==> src/rtl/ulpi_wr_pkg.sv <==
package ulpi_wr_pkg;

   typedef enum logic [2:0] {
      ST_IDLE,
      ST_WAIT,
      ST_CMD,
      ST_EXT,
      ST_DATA,
      ST_STP,
      ST_FIN,
      ST_ABORT
   } wr_state_e;

   localparam logic [7:0] BUS_IDLE  = 8'h00;
   localparam logic [1:0] OP_REGWR  = 2'b10;
   localparam logic [5:0] EXT_SLOT  = 6'h2F;

endpackage

==> src/rtl/ulpi_wr_req.sv <==
module ulpi_wr_req
   import ulpi_wr_pkg::*;
#(
   parameter int ADDR_W = 8,
   parameter int DATA_W = 8
) (
   input  logic              clk,
   input  logic              rst_n,
   input  logic              load,
   input  logic [ADDR_W-1:0] addr,
   input  logic [DATA_W-1:0] data,
   input  logic              ext_req,
   output logic [DATA_W-1:0] cmd_byte,
   output logic [DATA_W-1:0] addr_byte,
   output logic [DATA_W-1:0] data_byte,
   output logic              is_ext
);

   localparam int IMM_W = DATA_W - $bits(OP_REGWR);

   generate
      if (DATA_W != 8) begin : g_bad_data_w
         $error("ulpi_wr_req: DATA_W must be 8");
      end
      if (ADDR_W != DATA_W) begin : g_bad_addr_w
         $error("ulpi_wr_req: ADDR_W must equal DATA_W");
      end
   endgenerate

   logic [ADDR_W-1:0] addr_q;
   logic [DATA_W-1:0] data_q;
   logic              ext_q;
   logic              hi_set;
   logic              slot_hit;

   // upper address bits cannot fit into the immediate field
   generate
      if (ADDR_W > IMM_W) begin : g_hi
         assign hi_set = |addr[ADDR_W-1:IMM_W];
      end else begin : g_no_hi
         assign hi_set = 1'b0;
      end
   endgenerate

   // the reserved slot would alias the long-form command code
   assign slot_hit = (addr[IMM_W-1:0] == EXT_SLOT);

   always_ff @(posedge clk) begin
      if (!rst_n) begin
         addr_q <= '0;
         data_q <= '0;
         ext_q  <= 1'b0;
      end else if (load) begin
         addr_q <= addr;
         data_q <= data;
         ext_q  <= ext_req | hi_set | slot_hit;
      end
   end

   assign is_ext    = ext_q;
   assign addr_byte = addr_q;
   assign data_byte = data_q;
   assign cmd_byte  = ext_q ? {OP_REGWR, EXT_SLOT} : {OP_REGWR, addr_q[IMM_W-1:0]};

endmodule

==> src/rtl/ulpi_wr_fsm.sv <==
module ulpi_wr_fsm
   import ulpi_wr_pkg::*;
(
   input  logic      clk,
   input  logic      rst_n,
   input  logic      req_valid,
   input  logic      dir,
   input  logic      nxt,
   input  logic      is_ext,
   output wr_state_e state,
   output logic      load,
   output logic      ready,
   output logic      busy,
   output logic      done,
   output logic      abort,
   output logic      stp
);

   wr_state_e state_q, state_d;

   always_comb begin
      state_d = state_q;
      unique case (state_q)
         ST_IDLE:  if (req_valid) state_d = dir ? ST_WAIT : ST_CMD;
         ST_WAIT:  if (!dir) state_d = ST_CMD;
         ST_CMD: begin
            if (dir)      state_d = ST_ABORT;
            else if (nxt) state_d = is_ext ? ST_EXT : ST_DATA;
         end
         ST_EXT: begin
            if (dir)      state_d = ST_ABORT;
            else if (nxt) state_d = ST_DATA;
         end
         ST_DATA: begin
            if (dir)      state_d = ST_ABORT;
            else if (nxt) state_d = ST_STP;
         end
         ST_STP:   state_d = ST_FIN;
         ST_FIN:   state_d = ST_IDLE;
         ST_ABORT: state_d = ST_WAIT;
         default:  state_d = ST_IDLE;
      endcase
   end

   always_ff @(posedge clk) begin
      if (!rst_n) state_q <= ST_IDLE;
      else        state_q <= state_d;
   end

   assign state = state_q;
   assign ready = (state_q == ST_IDLE);
   assign load  = ready & req_valid;
   assign busy  = !ready;
   assign stp   = (state_q == ST_STP);
   assign done  = (state_q == ST_FIN);
   assign abort = (state_q == ST_ABORT);

endmodule

==> src/rtl/ulpi_wr_drive.sv <==
module ulpi_wr_drive
   import ulpi_wr_pkg::*;
#(
   parameter int DATA_W = 8
) (
   input  logic              clk,
   input  logic              rst_n,
   input  logic              dir,
   input  wr_state_e         state,
   input  logic [DATA_W-1:0] cmd_byte,
   input  logic [DATA_W-1:0] addr_byte,
   input  logic [DATA_W-1:0] data_byte,
   output logic [DATA_W-1:0] bus_o,
   output logic              bus_oe
);

   logic own_q;
   logic drive_st;

   // bus ownership follows the sampled direction with one cycle of turnaround
   always_ff @(posedge clk) begin
      if (!rst_n) own_q <= 1'b0;
      else        own_q <= !dir;
   end

   always_comb begin
      drive_st = 1'b1;
      bus_o    = BUS_IDLE;
      unique case (state)
         ST_CMD:   bus_o = cmd_byte;
         ST_EXT:   bus_o = addr_byte;
         ST_DATA:  bus_o = data_byte;
         ST_WAIT,
         ST_ABORT: drive_st = 1'b0;
         default:  bus_o = BUS_IDLE;
      endcase
   end

   assign bus_oe = own_q & drive_st;

endmodule

==> src/rtl/ulpi_regwr_ctrl.sv <==
module ulpi_regwr_ctrl
   import ulpi_wr_pkg::*;
#(
   parameter int ADDR_W = 8,
   parameter int DATA_W = 8
) (
   input  logic              clk,
   input  logic              rst_n,
   input  logic              req_valid,
   output logic              req_ready,
   input  logic [ADDR_W-1:0] req_addr,
   input  logic [DATA_W-1:0] req_data,
   input  logic              req_ext,
   output logic              busy,
   output logic              done,
   output logic              abort,
   input  logic              ulpi_dir,
   input  logic              ulpi_nxt,
   output logic              ulpi_stp,
   output logic [DATA_W-1:0] ulpi_data_o,
   output logic              ulpi_data_oe
);

   wr_state_e         state;
   logic              load;
   logic              is_ext;
   logic [DATA_W-1:0] cmd_byte;
   logic [DATA_W-1:0] addr_byte;
   logic [DATA_W-1:0] data_byte;

   ulpi_wr_req #(
      .ADDR_W (ADDR_W),
      .DATA_W (DATA_W)
   ) u_req (
      .clk       (clk),
      .rst_n     (rst_n),
      .load      (load),
      .addr      (req_addr),
      .data      (req_data),
      .ext_req   (req_ext),
      .cmd_byte  (cmd_byte),
      .addr_byte (addr_byte),
      .data_byte (data_byte),
      .is_ext    (is_ext)
   );

   ulpi_wr_fsm u_fsm (
      .clk       (clk),
      .rst_n     (rst_n),
      .req_valid (req_valid),
      .dir       (ulpi_dir),
      .nxt       (ulpi_nxt),
      .is_ext    (is_ext),
      .state     (state),
      .load      (load),
      .ready     (req_ready),
      .busy      (busy),
      .done      (done),
      .abort     (abort),
      .stp       (ulpi_stp)
   );

   ulpi_wr_drive #(
      .DATA_W (DATA_W)
   ) u_drive (
      .clk       (clk),
      .rst_n     (rst_n),
      .dir       (ulpi_dir),
      .state     (state),
      .cmd_byte  (cmd_byte),
      .addr_byte (addr_byte),
      .data_byte (data_byte),
      .bus_o     (ulpi_data_o),
      .bus_oe    (ulpi_data_oe)
   );

endmodule

==> config.mk <==
export PLATFORM = sky130hd
export DESIGN_NAME = ulpi_regwr_ctrl
export DESIGN_NICKNAME = d
export VERILOG_FILES = /design/src/rtl/ulpi_wr_pkg.sv /design/src/rtl/ulpi_wr_req.sv /design/src/rtl/ulpi_wr_fsm.sv /design/src/rtl/ulpi_wr_drive.sv /design/src/rtl/ulpi_regwr_ctrl.sv
export SDC_FILE = /design/constraint.sdc
export NUM_CORES = 1
export LEC_CHECK = 0
export BUFFER_PORTS_ARGS = -buffer_cell sky130_fd_sc_hd__buf_2
export CAP_MARGIN = 30
export CORE_MARGIN = 2
export CORE_UTILIZATION = 35
export CTS_BUF_LIST = sky130_fd_sc_hd__clkbuf_8
export CTS_CLUSTER_SIZE = 25
export DETAILED_ROUTE_END_ITERATION = 10
export PLACE_DENSITY = 0.6
export SETUP_SLACK_MARGIN = 0.05
export SKIP_CTS_REPAIR_TIMING = 1
export SLEW_MARGIN = 20
export SYNTH_ARGS = -nofsm -noshare
export SYNTH_HDL_FRONTEND = slang
export SYNTH_SLANG_ARGS = --single-unit
==> constraint.sdc <==
create_clock -name clk -period 1.5 [get_ports clk]
set_input_delay 0.225 -clock clk [delete_from_list [all_inputs] [get_ports clk]]
set_output_delay 0.225 -clock clk [all_outputs]
set_load 0.02 [all_outputs]
==> metrics.md <==
| Metric | Value |
|---|---|
| Status | complete, but fails checks |
| Failing checks | negative setup slack |
| Mapped Avg Cell Area | 7.566 um^2 |
| Distinct cells, synth | 33 |
| Top cells by area, synth | dfxtp_1 (37%), nand2_1 (15%), a21boi_1 (7.3%) |
| Final worst slack | -0.04069 ns |
| Final setup violation count | 8 |
| Max transition margin | 0.7235 |
| CP cell instances | nor2b_4, and2_4, a21oi_1, o21ai_1, buf_4 |
| Avg WL per Cell | 12.64 um |
| Clock Sink Count | 21 |
| Crit path largest cell delay | between 0.3 and 0.4 ns |
| Clk_skew | about 0.0043 ns |
| Share of cells above drive strength 1 | 0.3656 |
| Total GRT Usage | 0.1735 |
| Syn nets | 172 |
| Skew-Pair Late Insertion Delay | 0.26 ns |
| Worst IR Drop VDD | approximately 0.00075 V |
| CP top delay family | flip-flops |
| Initial DRC Count | 40 |
| Grt total ovfl | 0 |
| CP arrival | approximately 1.3 ns |
| Sequential share of the synthesized area | 0.3705 |
| Post-synthesis instance area | 1135 um^2 |
| Crit-path max FO | 5 |
| Antenna-violating nets left | 0 |
| CTS tree | built |
| Worst-path clk slew | 0.08 ns |
| Max-cap viol count | 0 |
| CP max-delay cell | dfxtp_4 |
| Global-route wire length before repair | 4809 um |
| Worst setup EP type | output port |
| Antenna Cells | 0 |
| P_leak | 0.6481 nW |
| Vias in the first global route | around 1100 |
| Fin area | 1529 um^2 |
| H-tree depth | 1 |
| Tightest Pin Transition | 0.4095 ns |
| Largest net degree at the start of global routing | 23 |
| # nets final | 209 |
| Boundary Pins | 36 |
| # DRC | 0 |
| Area Overhead vs Synth | 34.73% |
| Final HPWL DP | 2126 um |
| Die area | 3714 um^2 |
| Final period util | 1.027 |
| Yosys warnings | 0 |
| Count of buffers from port buffering | 35 |
| Final Hold Viols | 0 |
| DR vias | 1158 |
| Syn Inst Count | 150 |
| Fin. max-slew vios | 0 |
| Unrepaired setup endpoints after global routing | yes |
| DRT Pass-1 Iters | 4 |
| FMAX | 0.6491 GHz |
| Crit start category | flop |
| Vias per cell | 5.035 |
| Post-synthesis async set-or-reset flop share | 0 |
| Row Count | 20 |
| Data required time at the worst endpoint | 1.27 ns |
| Place WS | 0.08806 ns |
| Top cell type's share of synthesized area | 0.3705 |
| Hold crit path type | in -> reg |
| Worst reg2reg setup slack | 0.07 ns |
| Tot Pwr | 2.667 mW |
| GP Congestion | 0.7835 |
| Core ar. | around 3100 um^2 |
| Dominant synthesized flop cell | dfxtp_1 |
| Die extent in y | 60.94 um |
| Buf/Inv on CP | 1 |
| Post-Route WL | between 2000 and 3000 um |
| Post-Place Cell Area | about 1400 um^2 |
| Starting Density | 0.3687 |
| Min cycle time layout | 1.541 ns |
| Root buffer cell | clkbuf_8 |
| Pwr dens | 1744 nW/um^2 |
| Synthesis-stage register bit count | 21 |
| Initial antenna violation count | 0 |
| TritonCTS buffer count | 3 |
| Die Width | about 60 um |
| Max Root-Sink Buffers | 2 |
| Critical path class | reg -> out |
| Number of synthesized flops with an enable pin | 0 |
| Yosys top cell by area | dfxtp_1 |
where the power goes:
group	internal (mW)	switching [mW]	total (mW)	leakage, nW
clock	0.188	0.197	0.385	0.0217
combinational	0.656	0.800	1.46	0.452
sequential	0.708	0.119	0.827	0.174
final timing paths:
path | from | endpoint | cells past startpoint
worst max-delay path | u_fsm.state[1] | ulpi_data_o[0] | 5
worst min-delay path | req_data[5] | u_req.data_byte[5] | 3
worst max register to register | u_fsm.state[2] | u_req.is_ext | 6
worst min register to register | u_req.addr_byte[4] | u_req.addr_byte[4] | 2
worst reg2reg max path, stage by stage, from the launching register on:
cell      delay (ns)
dfxtp_4         0.37
buf_4           0.18
nor3_4          0.23
and2_4          0.20
buf_12          0.14
o41ai_1         0.10
a21boi_1        0.15
cell usage in the layout (no fill, tap or decap), types with 2 or more instances in the layout:
cell      instances
a21boi_1         14
a21boi_2          2
a21oi_1           7
and2_4            3
and3_1            2
buf_2            23
buf_4            15
buf_6             5
clkbuf_8          3
dfxtp_1          18
dfxtp_4           3
inv_1             2
nand2_1          45
nand3_1           2
nand4_1           2
nor2_1            6
nor2b_1           4
nor2b_4           2
o21a_1            2
o21ai_1           2
o21ai_2           7
through the flow:
step / hold slack (ns) / instances / utilization / setup TNS, ns
final: 0.1848 / 230 / 0.4967 / -0.1894
after global routing: 0.1922 / 230 / 0.4967 / -1.007
after CTS: 0.1832 / 230 / 0.4663 / -1.787
after detailed placement: 0.4466 / 226 / 0.4504 / 0
after global placement: 0.4414 / 226 / 0.4504 / 0
after floorplan: 0.3598 / 150 / - / -0.01435
cell families after synthesis:
family / Yosys count / share of synthesized area
multiplexers: 1 / 0.008821
AND/OR/NAND/NOR: 71 / 0.2867
buffers and inverters: 14 / 0.07828
flip-flops: 21 / 0.3704
AO/OA/AOI/OAI: 43 / 0.2558
layout make-up:
type	count	area (um^2)
fill	313	1549
multi-input combinational	115	681.9
sequential	21	431.7
timing repair buffer	44	304.0
tap	44	55.05
clock buffer	3	41.29
clock inverter	1	7.507
inverter	2	7.507
registers in the layout, summed over array words and instances, names as in the netlist:
register         flops
u_req.is_ext         1
u_drive.own_q        1
u_req.data_byte      8
u_fsm.state          3
u_req.addr_byte      8
metal layers:
metal / track usage / vias to the layer above / routed length [um]
li1: - / 577 / -
met1: 0.2078 / 540 / 1260
met2: 0.2965 / 34 / 1439
met3: 0.02985 / 7 / 155
met4: 0.09006 / 0 / 51
met5: 0 / - / 0
cell usage after synthesis (3+ instances only):
master    instances
nand2_1          45
dfxtp_1          21
a21boi_1         11
o21ai_0           9
a21oi_1           7
a21boi_0          6
nor2_1            6
nor2b_1           6
buf_2             5
and2_1            3
clkbuf_1          3
Power figures use the tool's default switching activity.
